==> config.mk <==
export PLATFORM = sky130hd
export DESIGN_NAME = fbdiv_dual_mod
export DESIGN_NICKNAME = d
export VERILOG_FILES = /design/src/rtl/fbdiv_pkg.sv /design/src/rtl/fbdiv_rst_sync.sv /design/src/rtl/fbdiv_prescaler.sv /design/src/rtl/fbdiv_swallow_ctr.sv /design/src/rtl/fbdiv_modulus_ctr.sv /design/src/rtl/fbdiv_dual_mod.sv
export SDC_FILE = /design/constraint.sdc
export NUM_CORES = 1
export LEC_CHECK = 0
export ABC_CLOCK_PERIOD_IN_PS = 800
export BUFFER_PORTS_ARGS = -buffer_cell sky130_fd_sc_hd__buf_2
export CAP_MARGIN = 20
export CELL_PAD_IN_SITES_DETAIL_PLACEMENT = 0
export CELL_PAD_IN_SITES_GLOBAL_PLACEMENT = 1
export CORE_UTILIZATION = 41
export DETAILED_ROUTE_END_ITERATION = 10
export GPL_ROUTABILITY_DRIVEN = 1
export HOLD_SLACK_MARGIN = 0.1
export PLACE_DENSITY = 0.78
export SETUP_SLACK_MARGIN = 0.5
export SYNTH_ARGS = -nofsm -noshare
export SYNTH_HDL_FRONTEND = slang
export SYNTH_HIERARCHICAL = 1
export SYNTH_SLANG_ARGS = --single-unit
==> constraint.sdc <==
create_clock -name clk -period 0.8 [get_ports clk]
set_clock_uncertainty 0.05 [all_clocks]
set_input_delay 0.16 -clock clk [delete_from_list [all_inputs] [get_ports clk]]
set_output_delay 0.16 -clock clk [all_outputs]
set_load 0.005 [all_outputs]
==> src/rtl/fbdiv_pkg.sv <==
package fbdiv_pkg;

  // Default geometry of the divider
  localparam int FB_PRE_BASE = 8;  // prescaler base modulus
  localparam int FB_MOD_W    = 8;  // width of the period count
  localparam int FB_SWL_W    = 3;  // width of the swallow count
  localparam int FB_SYNC_LEN = 2;  // reset release synchroniser depth

  // Run state of the divider
  typedef enum logic {
    FB_IDLE = 1'b0,
    FB_RUN  = 1'b1
  } fb_state_e;

endpackage

==> src/rtl/fbdiv_rst_sync.sv <==
module fbdiv_rst_sync #(
  parameter int STAGES = 2
) (
  input  logic clk,
  input  logic rst_n,
  output logic rst_sync_n
);

  logic [STAGES-1:0] sync_q;
  logic [STAGES-1:0] sync_d;

  // Shift a one in behind the released reset
  generate
    if (STAGES == 1) begin : g_single
      always_comb sync_d = 1'b1;
    end else begin : g_chain
      always_comb sync_d = {sync_q[STAGES-2:0], 1'b1};
    end
  endgenerate

  always_ff @(posedge clk or negedge rst_n) begin
    if (!rst_n) sync_q <= '0;
    else        sync_q <= sync_d;
  end

  assign rst_sync_n = sync_q[STAGES-1];

endmodule

==> src/rtl/fbdiv_prescaler.sv <==
module fbdiv_prescaler #(
  parameter int BASE = 8
) (
  input  logic clk,
  input  logic rst_n,
  input  logic en,          // count input clocks
  input  logic restart,     // force the phase back to zero
  input  logic swallow,     // divide by BASE+1 for this period
  output logic period_end   // last input clock of a prescaler period
);

  localparam int CW = $clog2(BASE + 1);

  logic [CW-1:0] cnt_q;
  logic [CW-1:0] cnt_d;
  logic [CW-1:0] last_idx;

  // A stretched period runs one index further
  assign last_idx   = swallow ? CW'(BASE) : CW'(BASE - 1);
  assign period_end = en & (cnt_q == last_idx);

  always_comb begin
    cnt_d = cnt_q;
    if (restart) begin
      cnt_d = '0;
    end else if (en) begin
      if (period_end) cnt_d = '0;
      else            cnt_d = cnt_q + 1'b1;
    end
  end

  always_ff @(posedge clk or negedge rst_n) begin
    if (!rst_n) cnt_q <= '0;
    else        cnt_q <= cnt_d;
  end

  AST_PRE_BOUND: assert property (@(posedge clk) disable iff (!rst_n)
    cnt_q <= CW'(BASE));

endmodule

==> src/rtl/fbdiv_swallow_ctr.sv <==
module fbdiv_swallow_ctr #(
  parameter int SWL_W = 3
) (
  input  logic             clk,
  input  logic             rst_n,
  input  logic             load,      // cycle boundary
  input  logic [SWL_W-1:0] load_val,  // new swallow count
  input  logic             step,      // one prescaler period done
  output logic             swallow,   // current period is stretched
  output logic [SWL_W-1:0] a_left     // stretched periods still due
);

  logic [SWL_W-1:0] rem_q;
  logic [SWL_W-1:0] rem_d;

  assign swallow = (rem_q != '0);
  assign a_left  = rem_q;

  always_comb begin
    rem_d = rem_q;
    if (load) begin
      rem_d = load_val;
    end else if (step && swallow) begin
      rem_d = rem_q - 1'b1;
    end
  end

  always_ff @(posedge clk or negedge rst_n) begin
    if (!rst_n) rem_q <= '0;
    else        rem_q <= rem_d;
  end

endmodule

==> src/rtl/fbdiv_modulus_ctr.sv <==
module fbdiv_modulus_ctr #(
  parameter int MOD_W = 8
) (
  input  logic             clk,
  input  logic             rst_n,
  input  logic             run,        // a valid setting is active
  input  logic             load,       // cycle boundary: capture m_in
  input  logic [MOD_W-1:0] m_in,
  input  logic             step,       // one prescaler period done
  output logic             cycle_end,  // last input clock of the cycle
  output logic [MOD_W-1:0] m_cnt,      // periods completed in this cycle
  output logic [MOD_W-1:0] m_cfg       // captured period count
);

  logic [MOD_W-1:0] cnt_q, cnt_d;
  logic [MOD_W-1:0] cfg_q, cfg_d;

  assign cycle_end = run & step & (cnt_q == cfg_q - 1'b1);
  assign m_cnt     = cnt_q;
  assign m_cfg     = cfg_q;

  always_comb begin
    cnt_d = cnt_q;
    cfg_d = cfg_q;
    if (load) begin
      cnt_d = '0;
      cfg_d = m_in;
    end else if (step) begin
      cnt_d = cnt_q + 1'b1;
    end
  end

  always_ff @(posedge clk or negedge rst_n) begin
    if (!rst_n) begin
      cnt_q <= '0;
      cfg_q <= '0;
    end else begin
      cnt_q <= cnt_d;
      cfg_q <= cfg_d;
    end
  end

  AST_CNT_BELOW_M: assert property (@(posedge clk) disable iff (!rst_n)
    run |-> (cnt_q < cfg_q));

  AST_CFG_HOLD: assert property (@(posedge clk) disable iff (!rst_n)
    (run && !cycle_end) |=> $stable(cfg_q));

endmodule

==> src/rtl/fbdiv_dual_mod.sv <==
module fbdiv_dual_mod
  import fbdiv_pkg::*;
#(
  parameter int PRE_BASE = FB_PRE_BASE,
  parameter int MOD_W    = FB_MOD_W,
  parameter int SWL_W    = FB_SWL_W,
  parameter int SYNC_LEN = FB_SYNC_LEN
) (
  input  logic             clk,
  input  logic             rst_n,
  input  logic [MOD_W-1:0] mod_m,
  input  logic [SWL_W-1:0] swl_a,
  output logic             fb_pulse,
  output logic             cfg_bad
);

  localparam int SUM_W = MOD_W + 1;

  logic             rst_sync_n;
  logic             period_end;
  logic             swallow;
  logic [SWL_W-1:0] a_left;
  logic             cycle_end;
  logic [MOD_W-1:0] m_cnt;
  logic [MOD_W-1:0] m_cfg;

  fb_state_e state_q, state_d;
  logic      bad_q, bad_d;
  logic      pulse_q, pulse_d;
  logic      running;
  logic      load;
  logic      cfg_ok;

  fbdiv_rst_sync #(.STAGES(SYNC_LEN)) u_rst_sync (
    .clk        (clk),
    .rst_n      (rst_n),
    .rst_sync_n (rst_sync_n)
  );

  // Setting check and boundary detection
  assign cfg_ok  = MOD_W'(swl_a) < mod_m;
  assign running = (state_q == FB_RUN);
  assign load    = !running || cycle_end;

  fbdiv_prescaler #(.BASE(PRE_BASE)) u_prescaler (
    .clk        (clk),
    .rst_n      (rst_sync_n),
    .en         (running),
    .restart    (load),
    .swallow    (swallow),
    .period_end (period_end)
  );

  fbdiv_swallow_ctr #(.SWL_W(SWL_W)) u_swallow (
    .clk      (clk),
    .rst_n    (rst_sync_n),
    .load     (load),
    .load_val (swl_a),
    .step     (period_end),
    .swallow  (swallow),
    .a_left   (a_left)
  );

  fbdiv_modulus_ctr #(.MOD_W(MOD_W)) u_modulus (
    .clk       (clk),
    .rst_n     (rst_sync_n),
    .run       (running),
    .load      (load),
    .m_in      (mod_m),
    .step      (period_end),
    .cycle_end (cycle_end),
    .m_cnt     (m_cnt),
    .m_cfg     (m_cfg)
  );

  // Next state: decide run or idle at every boundary
  always_comb begin
    state_d = state_q;
    bad_d   = bad_q;
    pulse_d = cycle_end;
    if (load) begin
      state_d = cfg_ok ? FB_RUN : FB_IDLE;
      bad_d   = !cfg_ok;
    end
  end

  always_ff @(posedge clk or negedge rst_sync_n) begin
    if (!rst_sync_n) begin
      state_q <= FB_IDLE;
      bad_q   <= 1'b0;
      pulse_q <= 1'b0;
    end else begin
      state_q <= state_d;
      bad_q   <= bad_d;
      pulse_q <= pulse_d;
    end
  end

  assign fb_pulse = pulse_q;
  assign cfg_bad  = bad_q;

  AST_RESET_QUIET: assert property (@(posedge clk)
    !rst_sync_n |-> (!pulse_q && !bad_q));

  AST_PULSE_SINGLE: assert property (@(posedge clk) disable iff (!rst_sync_n)
    pulse_q |=> !pulse_q);

  AST_ERR_QUIET: assert property (@(posedge clk) disable iff (!rst_sync_n)
    (bad_q && $past(bad_q)) |-> !pulse_q);

  AST_SWALLOW_FITS: assert property (@(posedge clk) disable iff (!rst_sync_n)
    running |-> (SUM_W'(a_left) + SUM_W'(m_cnt) < SUM_W'(m_cfg)));

endmodule

==> results of run 1 <==
## per-layer routing
layer	wire length [um]	share of wire, %	global-route usage (%)
met1	1670	44	24.7
met4	60	1.6	6.11
met2	1920	50	35.0
met5	0	0	0
met3	162	4.3	3.17
## power by group
group          leakage (uW)  internal, uW  total (uW)  switching, uW
clock network     0.0000228           356         771            415
logic              0.000748          1110        1970            856
registers          0.000345          1680        1900            228
total               0.00112          3140        4640           1500
## state kept, by name (all words and copies together), names as in the netlist
signal	count
u_modulus/m_cnt	8
cfg_bad	1
fb_pulse	1
u_modulus/m_cfg	8
u_prescaler/cnt_q	4
running	1
u_swallow/a_left	3
u_rst_sync/sync_q	2
## final timing paths
path,startpoint,to,slack (ns),cells past startpoint
setup / recovery,u_swallow/a_left[0]$_DFFE_PN0P_,u_modulus/m_cfg[3]$_DFFE_PN0P_,-1.63,12
hold / removal,rst_n,u_rst_sync/sync_q[0]$_DFF_PN0_,-0.39,1
setup reg to reg,u_swallow/a_left[0]$_DFFE_PN0P_,u_modulus/m_cfg[3]$_DFFE_PN0P_,-1.63,12
hold reg to reg,u_rst_sync/sync_q[1]$_DFF_PN0_,fb_pulse$_DFF_PN0_,0.26,1
max in group asynchronous,u_rst_sync/sync_q[1]$_DFF_PN0_,u_modulus/m_cfg[0]$_DFFE_PN0P_,0.24,2
min in group clk,swl_a[0],u_swallow/a_left[0]$_DFFE_PN0P_,0.06,3
## cell type report
type / instances / area, um2
timing repair buffer: 60 / 524
clock buffer: 4 / 45.0
fill: 298 / 1410
sequential: 28 / 704
tap: 48 / 60.1
multi-input combinational: 118 / 915
inverter: 9 / 33.8
## metrics by stage
step,worst slack [ns],total power (uW),utilization (%),hold WS [ns]
after floorplan,-1.76,3000,-,-0.186
after global placement,-1.48,3600,54.2,-0.105
after detailed placement,-1.58,3710,54.2,-0.102
after CTS,-1.59,4630,60.1,-0.402
after global routing,-1.76,5000,61.9,-0.416
final,-1.63,4640,61.9,-0.395
## cells by family (layout without fill, tap and decap cells)
group                    count (synthesis)  after routing  synth area share, %
AO/OA/AOI/OAI                           24             24                 10.4
AND/OR/NAND/NOR                         59             60                 21.1
flip-flops                              28             28                 43.8
other                                    1              1                0.234
adder cells (fa/ha/maj)                  7              7                 5.47
XOR/XNOR                                17             17                 9.30
multiplexers                             9              9                 6.10
buffers and inverters                   13             73                 3.60
## Yosys cell counts (all sizes together) (5+ instances only)
| cell | n | share of area (%) |
|---|---|---|
| and3 | 6 | 2.3 |
| xnor2 | 6 | 3.3 |
| o21ai | 7 | 2.2 |
| dfrtp | 28 | 44 |
| mux2 | 6 | 4.2 |
| xor2 | 11 | 6.0 |
| nand2 | 9 | 2.1 |
| nor3 | 5 | 1.6 |
| nand2b | 5 | 2.4 |
| ha | 7 | 5.5 |
| nor2 | 16 | 3.8 |
| nand4 | 5 | 2.0 |
| inv | 9 | 2.1 |
| a21oi | 6 | 1.9 |
## repair_timing
| item | 4_1_cts | 5_1_grt |
|---|---|---|
| gates cloned | 2 | 1 |
| resized for setup | 13 | 7 |
| pin swaps | 1 | 0 |
| buffers inserted | 7 | 4 |
| endpoints found under the setup margin | 55 | 55 |
| endpoints found under the hold margin | 11 | 9 |
## cell usage in the layout (no fill, tap or decap), types with 2 or more instances in the layout
cell type	synthesis	layout
a211oi_2	1	2
nand2_1	9	9
inv_1	9	7
buf_12	0	4
nor2_1	16	14
nand2b_4	1	3
buf_2	1	14
buf_4	0	36
o21ai_1	3	6
a21oi_1	6	6
ha_1	7	6
nor3_1	5	5
buf_6	1	3
nor2_2	0	2
nand3_1	4	3
nand4_1	5	5
xor2_1	11	11
buf_16	0	2
mux2i_1	3	3
xnor2_1	6	6
mux2_2	6	5
clkbuf_8	0	3
inv_2	0	2
dfrtp_1	28	27
and3_1	6	5
nand2b_1	4	3
==> flow_metrics.env, run 1 <==
export IMPL_holdCritPathClass="primary input to asynchronous set/reset pin"
export IMPL_via_count=1415
export IMPL_yosys_most_used_dff="dfrtp_1"
export IMPL_drv_cap=0
export IMPL_rsz0062_at_grt="yes"
export IMPL_fin_tns_setup_ns=-40.15
export IMPL_ys_types=41
export IMPL_worst_setup_path_end_kind="flop"
export IMPL_cts_tree="yes"
export IMPL_die_w_um=64.5
export IMPL_start_util_pct=43.4
export IMPL_core_mm2=0.00369
export IMPL_crit_slowest_cell="dfrtp_1"
export IMPL_period_needed_ns=2.43
export IMPL_grt_pass1_vias=1432
export IMPL_rows=22
export IMPL_area_growth_pct=42.6
export IMPL_synth_async_reset_ratio_pct=100
export IMPL_antenna_left=0
export IMPL_fin_cells=267
export IMPL_drt_iter0_drc=43
export IMPL_vdd_ir_drop_max_mv=1.47
export IMPL_htree_levels=1
export IMPL_hold_ws_ns=-0.395
export IMPL_drive_gt1_share_pct=40.2
export IMPL_yosysWarnings=6
export IMPL_cp_num_buf_inv=2
export IMPL_numCtsBuffers=3
export IMPL_dp_hpwl_um=2600
export IMPL_syn_area_per_cell_um2=10.1
export IMPL_ioPinCount=15
export IMPL_required_ns=0.91
export IMPL_power_density_mw_per_mm2=2030
export IMPL_worst_skew_pair_late_latency_ns=0.27
export IMPL_die_y_um=64.5
export IMPL_viasPerCell=5.30
export IMPL_die_area_mm2=0.00416
export IMPL_path_delay_family="simple AND/OR/NAND/NOR gates"
export IMPL_root_buffer="clkbuf_8"
export IMPL_worst_setup_path_start_kind="flop"
export IMPL_drt_first_pass_iters=4
export IMPL_grt_use_total_pct=19.8
export IMPL_nNetsFinal=240
export IMPL_drc=0
export IMPL_clk_pin_slew_ns=0.09
export IMPL_critPathArrivalTime_ns=2.54
export IMPL_seq_area_frac_synth_pct=43.8
export IMPL_antenna_cells=0
export IMPL_finalHoldViolCount=2
export IMPL_cp_slowest_stage_delay_ns=0.37
export IMPL_syn_area_mm2=0.00160
export IMPL_outcome="finished, violations left"
export IMPL_drt_wirelength_per_cell_um=14.3
export IMPL_placed_area_mm2=0.00200
export IMPL_grt_pass1_wl_um=6320
export IMPL_overflow=0
export IMPL_path_class="flop to flop"
export IMPL_antenna_found_initial=0
export IMPL_slew_viol_final=0
export IMPL_grt_start_max_net_pins=16
export IMPL_synth_edf_count=0
export IMPL_postSynthCellCount=158
export IMPL_setup_viol=28
export IMPL_postSynthNetCount=178
export IMPL_numClockSinks=28
export IMPL_dpl_cell_count=249
export IMPL_gp_congestion=0.773
export IMPL_period_share_pct=304
export IMPL_clock_fmax_ghz=0.411
export IMPL_final_setup_worst_slack_ns=-1.63
export IMPL_path_cells="inv_2, ha_4, nand2b_4, nor3b_2, a32o_2, and2_4, and3_4, o2111ai_2, a211oi_2, buf_4, nand2b_4, mux2_4"
export IMPL_cts_path_max_buffers=2
export IMPL_violations="negative hold slack, negative setup slack"
export IMPL_fin_area_mm2=0.00228
export IMPL_p_leak_uw=0.00112
export IMPL_wl_um=3810
export IMPL_crit_top_cell="nand2b_4"
export IMPL_port_buffers=14
export IMPL_cp_max_fo=5
export IMPL_ys_ff_latch=28
No activity file was read; power rests on OpenSTA's default activity.
==> run 2: changes to the inputs <==
- REMOVE_ABC_BUFFERS: not set -> 1
==> run 2 against run 1 <==
Net effect: combinational power up 16%; the flow still finishes with violations (negative hold slack, negative setup slack); highest routed layer unchanged; count of clock-buffer cells in the layout unchanged; register-to-register slack worse by 0.09 ns; critical path type unchanged.
==> flow_metrics.env, run 2 (same netlist as run 1, synthesis figures left out) <==
export IMPL_dpl_cell_count=251
export IMPL_holdCritPathClass="primary input to asynchronous set/reset pin"
export IMPL_cts_tree="yes"
export IMPL_grt_use_total_pct=20.6
export IMPL_grt_busiest_layer="met2"
export IMPL_antenna_found_initial=0
export IMPL_final_setup_worst_slack_ns=-1.73
export IMPL_rsz0062_at_grt="yes"
export IMPL_cp_slowest_stage_delay_ns=0.38
export IMPL_dp_hpwl_um=2690
export IMPL_period_share_pct=316
export IMPL_cts_path_max_buffers=2
export IMPL_worst_setup_path_end_kind="flop"
export IMPL_use_met3_pct=2.46
export IMPL_critPathArrivalTime_ns=2.64
export IMPL_slew_viol_final=0
export IMPL_violations="negative hold slack, negative setup slack"
export IMPL_ioPinCount=15
export IMPL_start_util_pct=43.4
export IMPL_cell_internal_pwr_uw=3420
export IMPL_drive_gt1_share_pct=42.2
export IMPL_comb_power_share_pct=44.6
export IMPL_nNetsFinal=246
export IMPL_drt_first_pass_iters=4
export IMPL_fin_cells=273
export IMPL_grt_met1_usage_pct=26.2
export IMPL_outcome="finished, violations left"
export IMPL_rows=22
export IMPL_port_buffers=14
export IMPL_use_met2_pct=35.9
export IMPL_power_uw=5130
export IMPL_p_leak_uw=0.00116
export IMPL_cp_max_fo=12
export IMPL_clock_fmax_ghz=0.396
export IMPL_drv_cap=0
export IMPL_placed_area_mm2=0.00201
export IMPL_path_delay_family="simple AND/OR/NAND/NOR gates"
export IMPL_setup_viol=28
export IMPL_p_sw_share_pct=33.3
export IMPL_numClockSinks=28
export IMPL_power_density_mw_per_mm2=2160
export IMPL_pre_cts_slack_ns=-1.83
export IMPL_antenna_cells=0
export IMPL_grt_pass1_vias=1463
export IMPL_fin_area_mm2=0.00238
export IMPL_antenna_left=0
export IMPL_root_buffer="clkbuf_8"
export IMPL_period_needed_ns=2.53
export IMPL_die_w_um=64.5
export IMPL_gp_congestion=0.931
export IMPL_clk_pin_slew_ns=0.09
export IMPL_htree_levels=1
export IMPL_power_switching_uw=1710
export IMPL_drt_wirelength_per_cell_um=15.4
export IMPL_drt_iter0_drc=45
export IMPL_vdd_ir_drop_max_mv=1.29
export IMPL_overflow=0
export IMPL_worst_skew_pair_late_latency_ns=0.28
export IMPL_wl_um=4210
export IMPL_finalHoldViolCount=2
export IMPL_die_y_um=64.5
export IMPL_p_clk_share_pct=17.4
export IMPL_hold_ws_ns=-0.400
export IMPL_final_cell_mix="38 x buf_4, 27 x dfrtp_1, 16 x nor2_1"
export IMPL_viasPerCell=5.23
export IMPL_path_cells="inv_2, ha_4, nand2b_4, nor3b_4, a32o_2, and2_4, and3_4, o2111ai_4, a211oi_2, nand2b_4, buf_12, buf_12, nor2_1, nand3_1, nand3_1"
export IMPL_drc=0
export IMPL_final_common_cell="buf_4"
export IMPL_crit_slowest_cell="dfrtp_1"
export IMPL_grt_pass1_wl_um=6600
export IMPL_fin_tns_setup_ns=-42.73
export IMPL_core_mm2=0.00369
export IMPL_required_ns=0.91
export IMPL_path_class="flop to flop"
export IMPL_cp_num_buf_inv=3
export IMPL_worst_setup_path_start_kind="flop"
export IMPL_grt_start_max_net_pins=16
export IMPL_area_growth_pct=48.6
export IMPL_die_area_mm2=0.00416
export IMPL_numCtsBuffers=3
export IMPL_via_count=1427
export IMPL_seqPwrFrac_pct=38.0
[run 2: worst paths after layout]
kind	endpoint	slack [ns]	start	depth (start not counted)
setup / recovery	u_swallow/a_left[0]$_DFFE_PN0P_	-1.73	u_swallow/a_left[0]$_DFFE_PN0P_	15
hold / removal	u_rst_sync/sync_q[1]$_DFF_PN0_	-0.40	rst_n	1
setup reg to reg	u_swallow/a_left[0]$_DFFE_PN0P_	-1.73	u_swallow/a_left[0]$_DFFE_PN0P_	15
hold reg to reg	u_modulus/m_cfg[4]$_DFFE_PN0P_	0.25	u_rst_sync/sync_q[1]$_DFF_PN0_	2
max in group asynchronous	u_modulus/m_cfg[1]$_DFFE_PN0P_	0.30	u_rst_sync/sync_q[1]$_DFF_PN0_	2
min in group clk	u_swallow/a_left[0]$_DFFE_PN0P_	0.06	swl_a[0]	3
[run 2: power groups by stage]
stage               Clock (uW)  Sequential, uW  Combinational (uW)
global route               991            1990                2520
detailed placement           0            1930                1690
CTS                        925            1920                2020
global placement             0            1910                1580
floorplan                    0            1930                 946
finish                     895            1950                2290
[run 2: worst register-to-register path: stages, from the launching register on]
cell,delay (ns)
dfrtp_1,0.38
inv_2,0.07
ha_4,0.16
nand2b_4,0.07
nor3b_4,0.17
a32o_2,0.19
and2_4,0.14
and3_4,0.19
o2111ai_4,0.11
a211oi_2,0.23
nand2b_4,0.20
buf_12,0.13
buf_12,0.13
nor2_1,0.05
nand3_1,0.08
nand3_1,0.08
[run 2: layer usage]
| layer | vias up | wire, um |
|---|---|---|
| met2 | 21 | 2200 |
| met1 | 710 | 1870 |
| met5 | - | 0 |
| li1 | 692 | - |
| met4 | 0 | 38 |
| met3 | 4 | 95 |
[run 2: timing repair]
action | 4_1_cts | 5_1_grt
resized for setup | 21 | 9
setup buffers | 9 | 6
gates cloned | 1 | 2
setup endpoints to repair | 54 | 55
pin swaps | 4 | 0
hold endpoints to repair | 11 | 8
[run 2: area by class of cell]
type,count,area [um2]
tap,48,60.1
fill,302,1310
sequential,28,702
multi-input combinational,117,925
clock buffer,4,55.1
inverter,9,33.8
timing repair buffer,67,603
[run 2: metrics by stage]
step	hold WS, ns	utilization [%]
6_report	-0.400	64.5
5_1_grt	-0.416	64.5
4_1_cts	-0.405	60.5
3_5_place_dp	-0.100	54.4
3_3_place_gp	-0.105	54.4
2_1_floorplan	-0.186	-
